$ cat src/rtl/twd_pkg.sv
package twd_pkg;

  localparam int PS_W   = 8;
  localparam int DSEL_W = 2;
  localparam int REG_W  = 16;

  localparam logic [1:0] SLOT_CTRL   = 2'd0;
  localparam logic [1:0] SLOT_RELOAD = 2'd1;
  localparam logic [1:0] SLOT_COUNT  = 2'd2;

  typedef struct packed {
    logic [PS_W-1:0]   ps;
    logic [DSEL_W-1:0] dsel;
    logic              run;
    logic              irq_en;
    logic              rst_en;
  } twd_ctrl_t;

  // control word layout: [15:8] prescale, [5] run, [4:3] divider, [2] irq, [0] reset
  function automatic logic [REG_W-1:0] ctrl_to_word(twd_ctrl_t c);
    logic [REG_W-1:0] w;
    w        = '0;
    w[15:8]  = c.ps;
    w[5]     = c.run;
    w[4:3]   = c.dsel;
    w[2]     = c.irq_en;
    w[0]     = c.rst_en;
    return w;
  endfunction

  function automatic twd_ctrl_t word_to_ctrl(logic [REG_W-1:0] w);
    twd_ctrl_t c;
    c.ps     = w[15:8];
    c.run    = w[5];
    c.dsel   = w[4:3];
    c.irq_en = w[2];
    c.rst_en = w[0];
    return c;
  endfunction

  function automatic int unsigned div_len(logic [DSEL_W-1:0] sel, int unsigned base_log2);
    return 32'd1 << (base_log2 + int'(sel));
  endfunction

  function automatic int unsigned tick_period(logic [PS_W-1:0] ps, logic [DSEL_W-1:0] sel,
                                              int unsigned base_log2);
    return (int'(ps) + 1) * div_len(sel, base_log2);
  endfunction

endpackage

$ cat src/rtl/twd_regs.sv
module twd_regs
  import twd_pkg::*;
#(
  parameter int ADDR_W      = 4,
  parameter int DATA_W      = 32,
  parameter int CNT_W       = 16,
  parameter logic [REG_W-1:0] CTRL_INIT   = 16'h8021,
  parameter logic [CNT_W-1:0] RELOAD_INIT = 16'h8000
) (
  input  logic              clk,
  input  logic              rst_n,
  input  logic              bus_sel,
  input  logic              bus_wr,
  input  logic [ADDR_W-1:0] bus_addr,
  input  logic [DATA_W-1:0] bus_wdata,
  input  logic [CNT_W-1:0]  live_cnt,
  output twd_ctrl_t         ctrl,
  output logic [CNT_W-1:0]  reload,
  output logic              cnt_load,
  output logic [CNT_W-1:0]  cnt_load_val,
  output logic [DATA_W-1:0] bus_rdata
);

  logic [1:0]  slot;
  logic        hi_zero;
  logic        wr_en;
  logic        unused_bits;

  assign slot        = bus_addr[3:2];
  assign hi_zero     = (bus_addr >> 4) == '0;
  assign wr_en       = bus_sel && bus_wr && hi_zero;
  assign unused_bits = ^{bus_addr[1:0], bus_wdata[DATA_W-1:REG_W]};

  assign cnt_load     = wr_en && (slot == SLOT_COUNT);
  assign cnt_load_val = bus_wdata[CNT_W-1:0];

  always_ff @(posedge clk or negedge rst_n) begin
    if (!rst_n) begin
      ctrl   <= word_to_ctrl(CTRL_INIT);
      reload <= RELOAD_INIT;
    end else if (wr_en) begin
      if (slot == SLOT_CTRL)   ctrl   <= word_to_ctrl(bus_wdata[REG_W-1:0]);
      if (slot == SLOT_RELOAD) reload <= bus_wdata[CNT_W-1:0];
    end
  end

  always_comb begin
    bus_rdata = '0;
    if (hi_zero) begin
      case (slot)
        SLOT_CTRL:   bus_rdata = DATA_W'(ctrl_to_word(ctrl));
        SLOT_RELOAD: bus_rdata = DATA_W'(reload);
        SLOT_COUNT:  bus_rdata = DATA_W'(live_cnt);
        default:     bus_rdata = '0;
      endcase
    end
  end

  // a control write lands in the register one edge later
  p_ctrl_write_r2: assert property (@(posedge clk) disable iff (!rst_n)
    (wr_en && slot == SLOT_CTRL) |=> ctrl_to_word(ctrl) == ($past(bus_wdata[REG_W-1:0]) & 16'hFF3D));

endmodule

$ cat src/rtl/twd_prescale.sv
module twd_prescale
  import twd_pkg::*;
#(
  parameter int DIV_BASE_LOG2 = 4
) (
  input  logic              clk,
  input  logic              rst_n,
  input  logic              run,
  input  logic              restart,
  input  logic [PS_W-1:0]   ps,
  input  logic [DSEL_W-1:0] dsel,
  output logic              tick
);

  localparam int DW = DIV_BASE_LOG2 + (1 << DSEL_W) - 1;

  logic [PS_W-1:0] pcnt;
  logic [DW-1:0]   dcnt;
  logic [DW-1:0]   dlast;
  logic            pwrap;

  assign pwrap = run && (pcnt >= ps);
  assign dlast = DW'(div_len(dsel, DIV_BASE_LOG2) - 1);
  assign tick  = pwrap && (dcnt >= dlast);

  always_ff @(posedge clk or negedge rst_n) begin
    if (!rst_n) begin
      pcnt <= '0;
      dcnt <= '0;
    end else if (!run || restart) begin
      pcnt <= '0;
      dcnt <= '0;
    end else if (pwrap) begin
      pcnt <= '0;
      if (tick) dcnt <= '0;
      else      dcnt <= dcnt + 1'b1;
    end else begin
      pcnt <= pcnt + 1'b1;
    end
  end

  // a restart leaves no tick in the following clock
  p_restart_full_r7: assert property (@(posedge clk) disable iff (!rst_n)
    restart |=> !tick);

  // ticks are never back to back
  p_tick_spacing_r3: assert property (@(posedge clk) disable iff (!rst_n)
    tick |=> !tick);

endmodule

$ cat src/rtl/twd_core.sv
module twd_core #(
  parameter int CNT_W    = 16,
  parameter int RST_HOLD = 4,
  parameter logic [CNT_W-1:0] CNT_INIT = 16'h8000
) (
  input  logic             clk,
  input  logic             rst_n,
  input  logic             tick,
  input  logic             load,
  input  logic [CNT_W-1:0] load_val,
  input  logic [CNT_W-1:0] reload,
  input  logic             irq_en,
  input  logic             rst_en,
  output logic [CNT_W-1:0] cnt,
  output logic             expire,
  output logic             irq_o,
  output logic             sys_reset_o
);

  localparam int HW = $clog2(RST_HOLD + 1);

  logic [HW-1:0] hold;

  assign expire      = tick && (cnt <= CNT_W'(1));
  assign sys_reset_o = hold != '0;

  always_ff @(posedge clk or negedge rst_n) begin
    if (!rst_n)        cnt <= CNT_INIT;
    else if (load)     cnt <= load_val;
    else if (expire)   cnt <= reload;
    else if (tick)     cnt <= cnt - 1'b1;
  end

  always_ff @(posedge clk or negedge rst_n) begin
    if (!rst_n) irq_o <= 1'b0;
    else        irq_o <= expire && irq_en;
  end

  always_ff @(posedge clk or negedge rst_n) begin
    if (!rst_n)            hold <= '0;
    else if (!rst_en)      hold <= '0;
    else if (expire)       hold <= HW'(RST_HOLD);
    else if (hold != '0)   hold <= hold - 1'b1;
  end

  // interrupt is one clock wide
  p_irq_single_r5: assert property (@(posedge clk) disable iff (!rst_n)
    irq_o |=> !irq_o);

  // the reset output only starts after an armed expiry
  p_rst_source_r6: assert property (@(posedge clk) disable iff (!rst_n)
    $rose(sys_reset_o) |-> ($past(expire) && $past(rst_en)));

  // a plain tick steps the count down by one
  p_cnt_step_r4: assert property (@(posedge clk) disable iff (!rst_n)
    (tick && !load && cnt > CNT_W'(1)) |=> cnt == $past(cnt) - 1'b1);

  // an expiry takes the reload value
  p_reload_r4: assert property (@(posedge clk) disable iff (!rst_n)
    (expire && !load) |=> cnt == $past(reload));

  // a bus load wins over everything else
  p_load_r7: assert property (@(posedge clk) disable iff (!rst_n)
    load |=> cnt == $past(load_val));

endmodule

$ cat src/rtl/tick_watchdog.sv
module tick_watchdog
  import twd_pkg::*;
#(
  parameter int ADDR_W        = 4,
  parameter int DATA_W        = 32,
  parameter int CNT_W         = 16,
  parameter int DIV_BASE_LOG2 = 4,
  parameter int RST_HOLD      = 4,
  parameter logic [REG_W-1:0] CTRL_INIT  = 16'h8021,
  parameter logic [CNT_W-1:0] CNT_INIT   = 16'h8000
) (
  input  logic              clk,
  input  logic              rst_n,
  input  logic              bus_sel,
  input  logic              bus_wr,
  input  logic [ADDR_W-1:0] bus_addr,
  input  logic [DATA_W-1:0] bus_wdata,
  output logic [DATA_W-1:0] bus_rdata,
  output logic              irq_o,
  output logic              sys_reset_o
);

  twd_ctrl_t        ctrl;
  logic [CNT_W-1:0] reload;
  logic [CNT_W-1:0] live_cnt;
  logic [CNT_W-1:0] cnt_load_val;
  logic             cnt_load;
  logic             tick;
  logic             expire;

  twd_regs #(
    .ADDR_W(ADDR_W), .DATA_W(DATA_W), .CNT_W(CNT_W),
    .CTRL_INIT(CTRL_INIT), .RELOAD_INIT(CNT_INIT)
  ) u_regs (
    .clk(clk), .rst_n(rst_n),
    .bus_sel(bus_sel), .bus_wr(bus_wr), .bus_addr(bus_addr), .bus_wdata(bus_wdata),
    .live_cnt(live_cnt), .ctrl(ctrl), .reload(reload),
    .cnt_load(cnt_load), .cnt_load_val(cnt_load_val), .bus_rdata(bus_rdata)
  );

  twd_prescale #(.DIV_BASE_LOG2(DIV_BASE_LOG2)) u_prescale (
    .clk(clk), .rst_n(rst_n), .run(ctrl.run), .restart(cnt_load),
    .ps(ctrl.ps), .dsel(ctrl.dsel), .tick(tick)
  );

  twd_core #(.CNT_W(CNT_W), .RST_HOLD(RST_HOLD), .CNT_INIT(CNT_INIT)) u_core (
    .clk(clk), .rst_n(rst_n), .tick(tick), .load(cnt_load), .load_val(cnt_load_val),
    .reload(reload), .irq_en(ctrl.irq_en), .rst_en(ctrl.rst_en),
    .cnt(live_cnt), .expire(expire), .irq_o(irq_o), .sys_reset_o(sys_reset_o)
  );

  // a stopped timer holds its count
  p_frozen_r8: assert property (@(posedge clk) disable iff (!rst_n)
    (!ctrl.run && !cnt_load) |=> $stable(live_cnt));

  // a stopped timer never expires
  p_no_expire_stopped_r8: assert property (@(posedge clk) disable iff (!rst_n)
    !ctrl.run |-> !expire);

endmodule

$ cat config.mk
export PLATFORM = sky130hd
export DESIGN_NAME = tick_watchdog
export DESIGN_NICKNAME = d
export VERILOG_FILES = /design/src/rtl/twd_pkg.sv /design/src/rtl/twd_regs.sv /design/src/rtl/twd_prescale.sv /design/src/rtl/twd_core.sv /design/src/rtl/tick_watchdog.sv
export SDC_FILE = /design/constraint.sdc
export NUM_CORES = 1
export LEC_CHECK = 0
export CORE_ASPECT_RATIO = 1.75
export CORE_MARGIN = 2
export CORE_UTILIZATION = 45
export DETAILED_ROUTE_END_ITERATION = 16
export HOLD_SLACK_MARGIN = 0.02
export MAX_ROUTING_LAYER = met4
export PLACE_DENSITY_LB_ADDON = 0.15
export SYNTH_ARGS = -nofsm -noshare
export SYNTH_HDL_FRONTEND = slang
export SYNTH_SLANG_ARGS = --single-unit
$ cat constraint.sdc
create_clock -name clk -period 2.1 [get_ports clk]
set_input_delay 0.42 -clock clk [delete_from_list [all_inputs] [get_ports clk]]
set_output_delay 0.42 -clock clk [all_outputs]
set_load 0.03 [all_outputs]
==> out/metrics.cfg <==
[sta]
fmax_mhz = 454
finClkSkew_ns = 0.00665
slew_viol_final = 0
hold_viol_final = 0
fin_crit_ns = 2.20
rsz0062_at_grt = yes
fin_ws_ns = -0.104
post-route-period-util_pct = 105
setup_viol = 29
timing.setup.tns_ns = -1.19

[finish]
final_nets = 580
seq_area_um2 = 1610
multi_input_area_um2 = 2400
n_fill_cell = 776
n_antenna_cell = 0
area_growth_pct = 35.5
layout-drive-gt1-share_pct = 32.0

[global_route]
antenna_found_initial = 0
grt_pass1_vias = 3807
grt_usage_pct = 26.3
grt_pass1_wl_um = 18600
overflow = 0
grt_max_degree = 65

[critical_path]
rr_endpoint = u_core.cnt[0]
worstSetupPathType = reg -> reg
cp-endpoint = u_core.cnt[0]
crit_path_end_kind = flop
cp_data_required_time_ns = 2.30
crit_slowest_cell = dfstp_2
r2r.worst_path.cells = 8
rrSetupSlack_ns = -0.10
max_stage_delay_ns = 0.54
rr_startpoint = u_regs.ctrl[12]
crit_path_max_fanout = 6
crit_path_start = u_regs.ctrl[12]
worstPathCellList = inv_2, ha_4, nand2_2, or3_4, o221a_4, buf_6, o31ai_4, a31oi_1
start_kind = flop
cp.arrival_ns = 2.40

[clocking]
cts_buffer_depth = 2
clk_latency_ns = 0.34
root_buffer = clkbuf_16
htree_levels = 3
cts-buffers-inserted = 9
path_clk_slew_ns = 0.05
cts_sinks = 64
cts_hold_buf = 0
cts_tree = built

[logic_synthesis]
synth_top_cell_by_area = dfrtp_1
synth_cell_types = 57
yosys_warnings = 0
syn_area_um2 = 4030
synth_flop_cell = dfrtp_1
synth_area_per_cell_um2 = 9.42
syn_inst = 428
synth_top_area_share_pct = 36.6
ys_ff_latch = 64
synth_area_leaders = dfrtp_1, mux2_2, ha_1, o21ai_0, mux2i_1
synth_top_cells_by_count = dfrtp_1, o21ai_0, nand2_1, nor2_1
synth_edf_count = 0
synth_seq_area_share_pct = 39.9
synth_most_common_cell = dfrtp_1
async_flop_share_pct = 100

[power_and_ir_drop]
pwr_density_cell_nw_per_um2 = 814
pwr-share-clk_pct = 33.6
switching_share_pct = 32.4
peakVddDrop_mv = 0.497
leakage_nw = 2.42
power_switching_mw = 1.44
pwr-share-seq_pct = 36.8
combinationalPowerShare_pct = 29.6
power_mw = 4.45
p_int_mw = 3.01

[routing]
vias = 3612
vias_per_cell = 5.60
first_pass_iters = 4
wl_per_cell_um = 17.7
drc = 0
drt_iter0_markers = 247
wirelength_um = 11400
antenna_left = 0

[floorplan]
ios = 74
start_util_pct = 46.5
die_h_um = 129
die_area_um2 = 9770
num_rows = 45
fp.coreArea_um2 = 8670
die_x_um = 75.6

[placed_design]
pre_cts_ws_ns = -0.196
port_buffers = 39
gp_congestion = 0.934
hpwl_um = 8210

[worst_hold_path]
min_path_type = in -> async

[outcome]
violations = negative setup slack
status = finished, violations left

[flow_run]
maxCapViolCount = 0

[critical path, delay by kind of cell (launching register included)]
kind            cells  cell delay [ns]
compound gates      3             0.66
buf+inv             2             0.22
flops               1             0.54
simple gates        2             0.39
fa+ha+maj           1             0.26
[routing by layer]
layer | routed length (um) | global-route usage (%) | share of wire, % | vias to the layer above
li1 | - | - | - | 1713
met1 | 4350 | 28.0 | 38 | 1786
met2 | 6290 | 45.6 | 55 | 84
met3 | 400 | 3.11 | 3.5 | 29
met4 | 407 | 14.8 | 3.6 | 0
met5 | 0 | - | 0 | -
[how the worst min path moves through the flow]
| stage | to | slack [ns] | cells past startpoint |
|---|---|---|---|
| final | u_core.cnt[7] | 0.06 | 2 |
| after detailed placement | u_core.cnt[7] | 0.47 | 2 |
| after floorplan | u_core.cnt[0] | 0.12 | 0 |
| after global placement | u_regs.reload[7] | 0.46 | 2 |
| after global routing | u_core.cnt[6] | 0.11 | 2 |
| after CTS | u_core.cnt[7] | 0.11 | 2 |
[power by group through the flow]
stage / clock network (mW) / logic [mW] / registers [mW]
floorplan: 0 / 0.740 / 1.60
global placement: 0 / 1.17 / 1.64
detailed placement: 0 / 1.19 / 1.65
CTS: 1.51 / 1.28 / 1.63
global route: 1.56 / 1.43 / 1.67
finish: 1.50 / 1.32 / 1.64
[state kept, by name, indices dropped and copies added, names as in the netlist]
register,flops
u_prescale.pcnt,8
u_core.hold,3
u_prescale.dcnt,7
u_core.cnt,16
u_regs.ctrl,13
u_core.irq_o,1
u_regs.reload,16
[area by class of cell]
class                   instances  area share, %
flip-flops and latches         64           29.4
multi-input cells             317           43.9
inverters                      21           1.44
well taps                     117           2.68
clock inverters                 4          0.824
clock buffers                  12           4.51
repair buffers                110           17.2
[kinds of logic (layout without fill, tap and decap cells)]
| family | Yosys count | in the layout | synth area share, % |
|---|---|---|---|
| multiplexers | 39 | 39 | 10.3 |
| AND/OR/NAND/NOR | 129 | 129 | 16.2 |
| AO/OA/AOI/OAI | 100 | 100 | 16.7 |
| flip-flops | 64 | 64 | 39.9 |
| XOR/XNOR | 16 | 16 | 3.47 |
| other | 1 | 16 | 0.0930 |
| buffers and inverters | 62 | 147 | 8.10 |
| adder cells (fa/ha/maj) | 17 | 17 | 5.27 |
[per-stage QoR]
stage | hold slack, ns | area (um2) | util [%] | std cells
finish | 0.0646 | 5470 | 63.0 | 645
global route | 0.114 | 5470 | 63.0 | 645
CTS | 0.109 | 5390 | 62.2 | 643
detailed placement | 0.466 | 4890 | 56.5 | 622
global placement | 0.463 | 4890 | 56.5 | 622
floorplan | 0.124 | 4140 | - | 443
[cells in the final DEF (no fill, tap or decap), types with 4 or more instances in the layout]
| master | instances |
|---|---|
| xor2_1 | 10 |
| o211ai_1 | 4 |
| xnor2_1 | 6 |
| o21ai_2 | 6 |
| buf_4 | 76 |
| and2_1 | 4 |
| nor4_1 | 4 |
| nand3_1 | 12 |
| inv_1 | 19 |
| a22o_1 | 4 |
| o2111ai_1 | 10 |
| clkdlybuf4s50_1 | 19 |
| dfstp_2 | 5 |
| mux2_2 | 21 |
| ha_1 | 14 |
| or3_1 | 5 |
| a31oi_1 | 12 |
| o21ai_0 | 16 |
| o21ai_1 | 18 |
| nor3_1 | 5 |
| nor2_1 | 25 |
| conb_1 | 16 |
| nand2_1 | 35 |
| buf_6 | 8 |
| dfrtp_1 | 59 |
| a21oi_1 | 6 |
| mux2i_1 | 18 |
| and3_1 | 7 |
| clkbuf_16 | 9 |
| nor4_4 | 4 |
[repair_timing]
| item | in CTS | in global routing |
|---|---|---|
| buffers inserted | 4 | 2 |
| pin swaps | 19 | 10 |
| cloned | 1 | 0 |
| setup endpoints to repair | 45 | 31 |
| gates resized for setup | 48 | 16 |
Power figures use the tool's default switching activity.
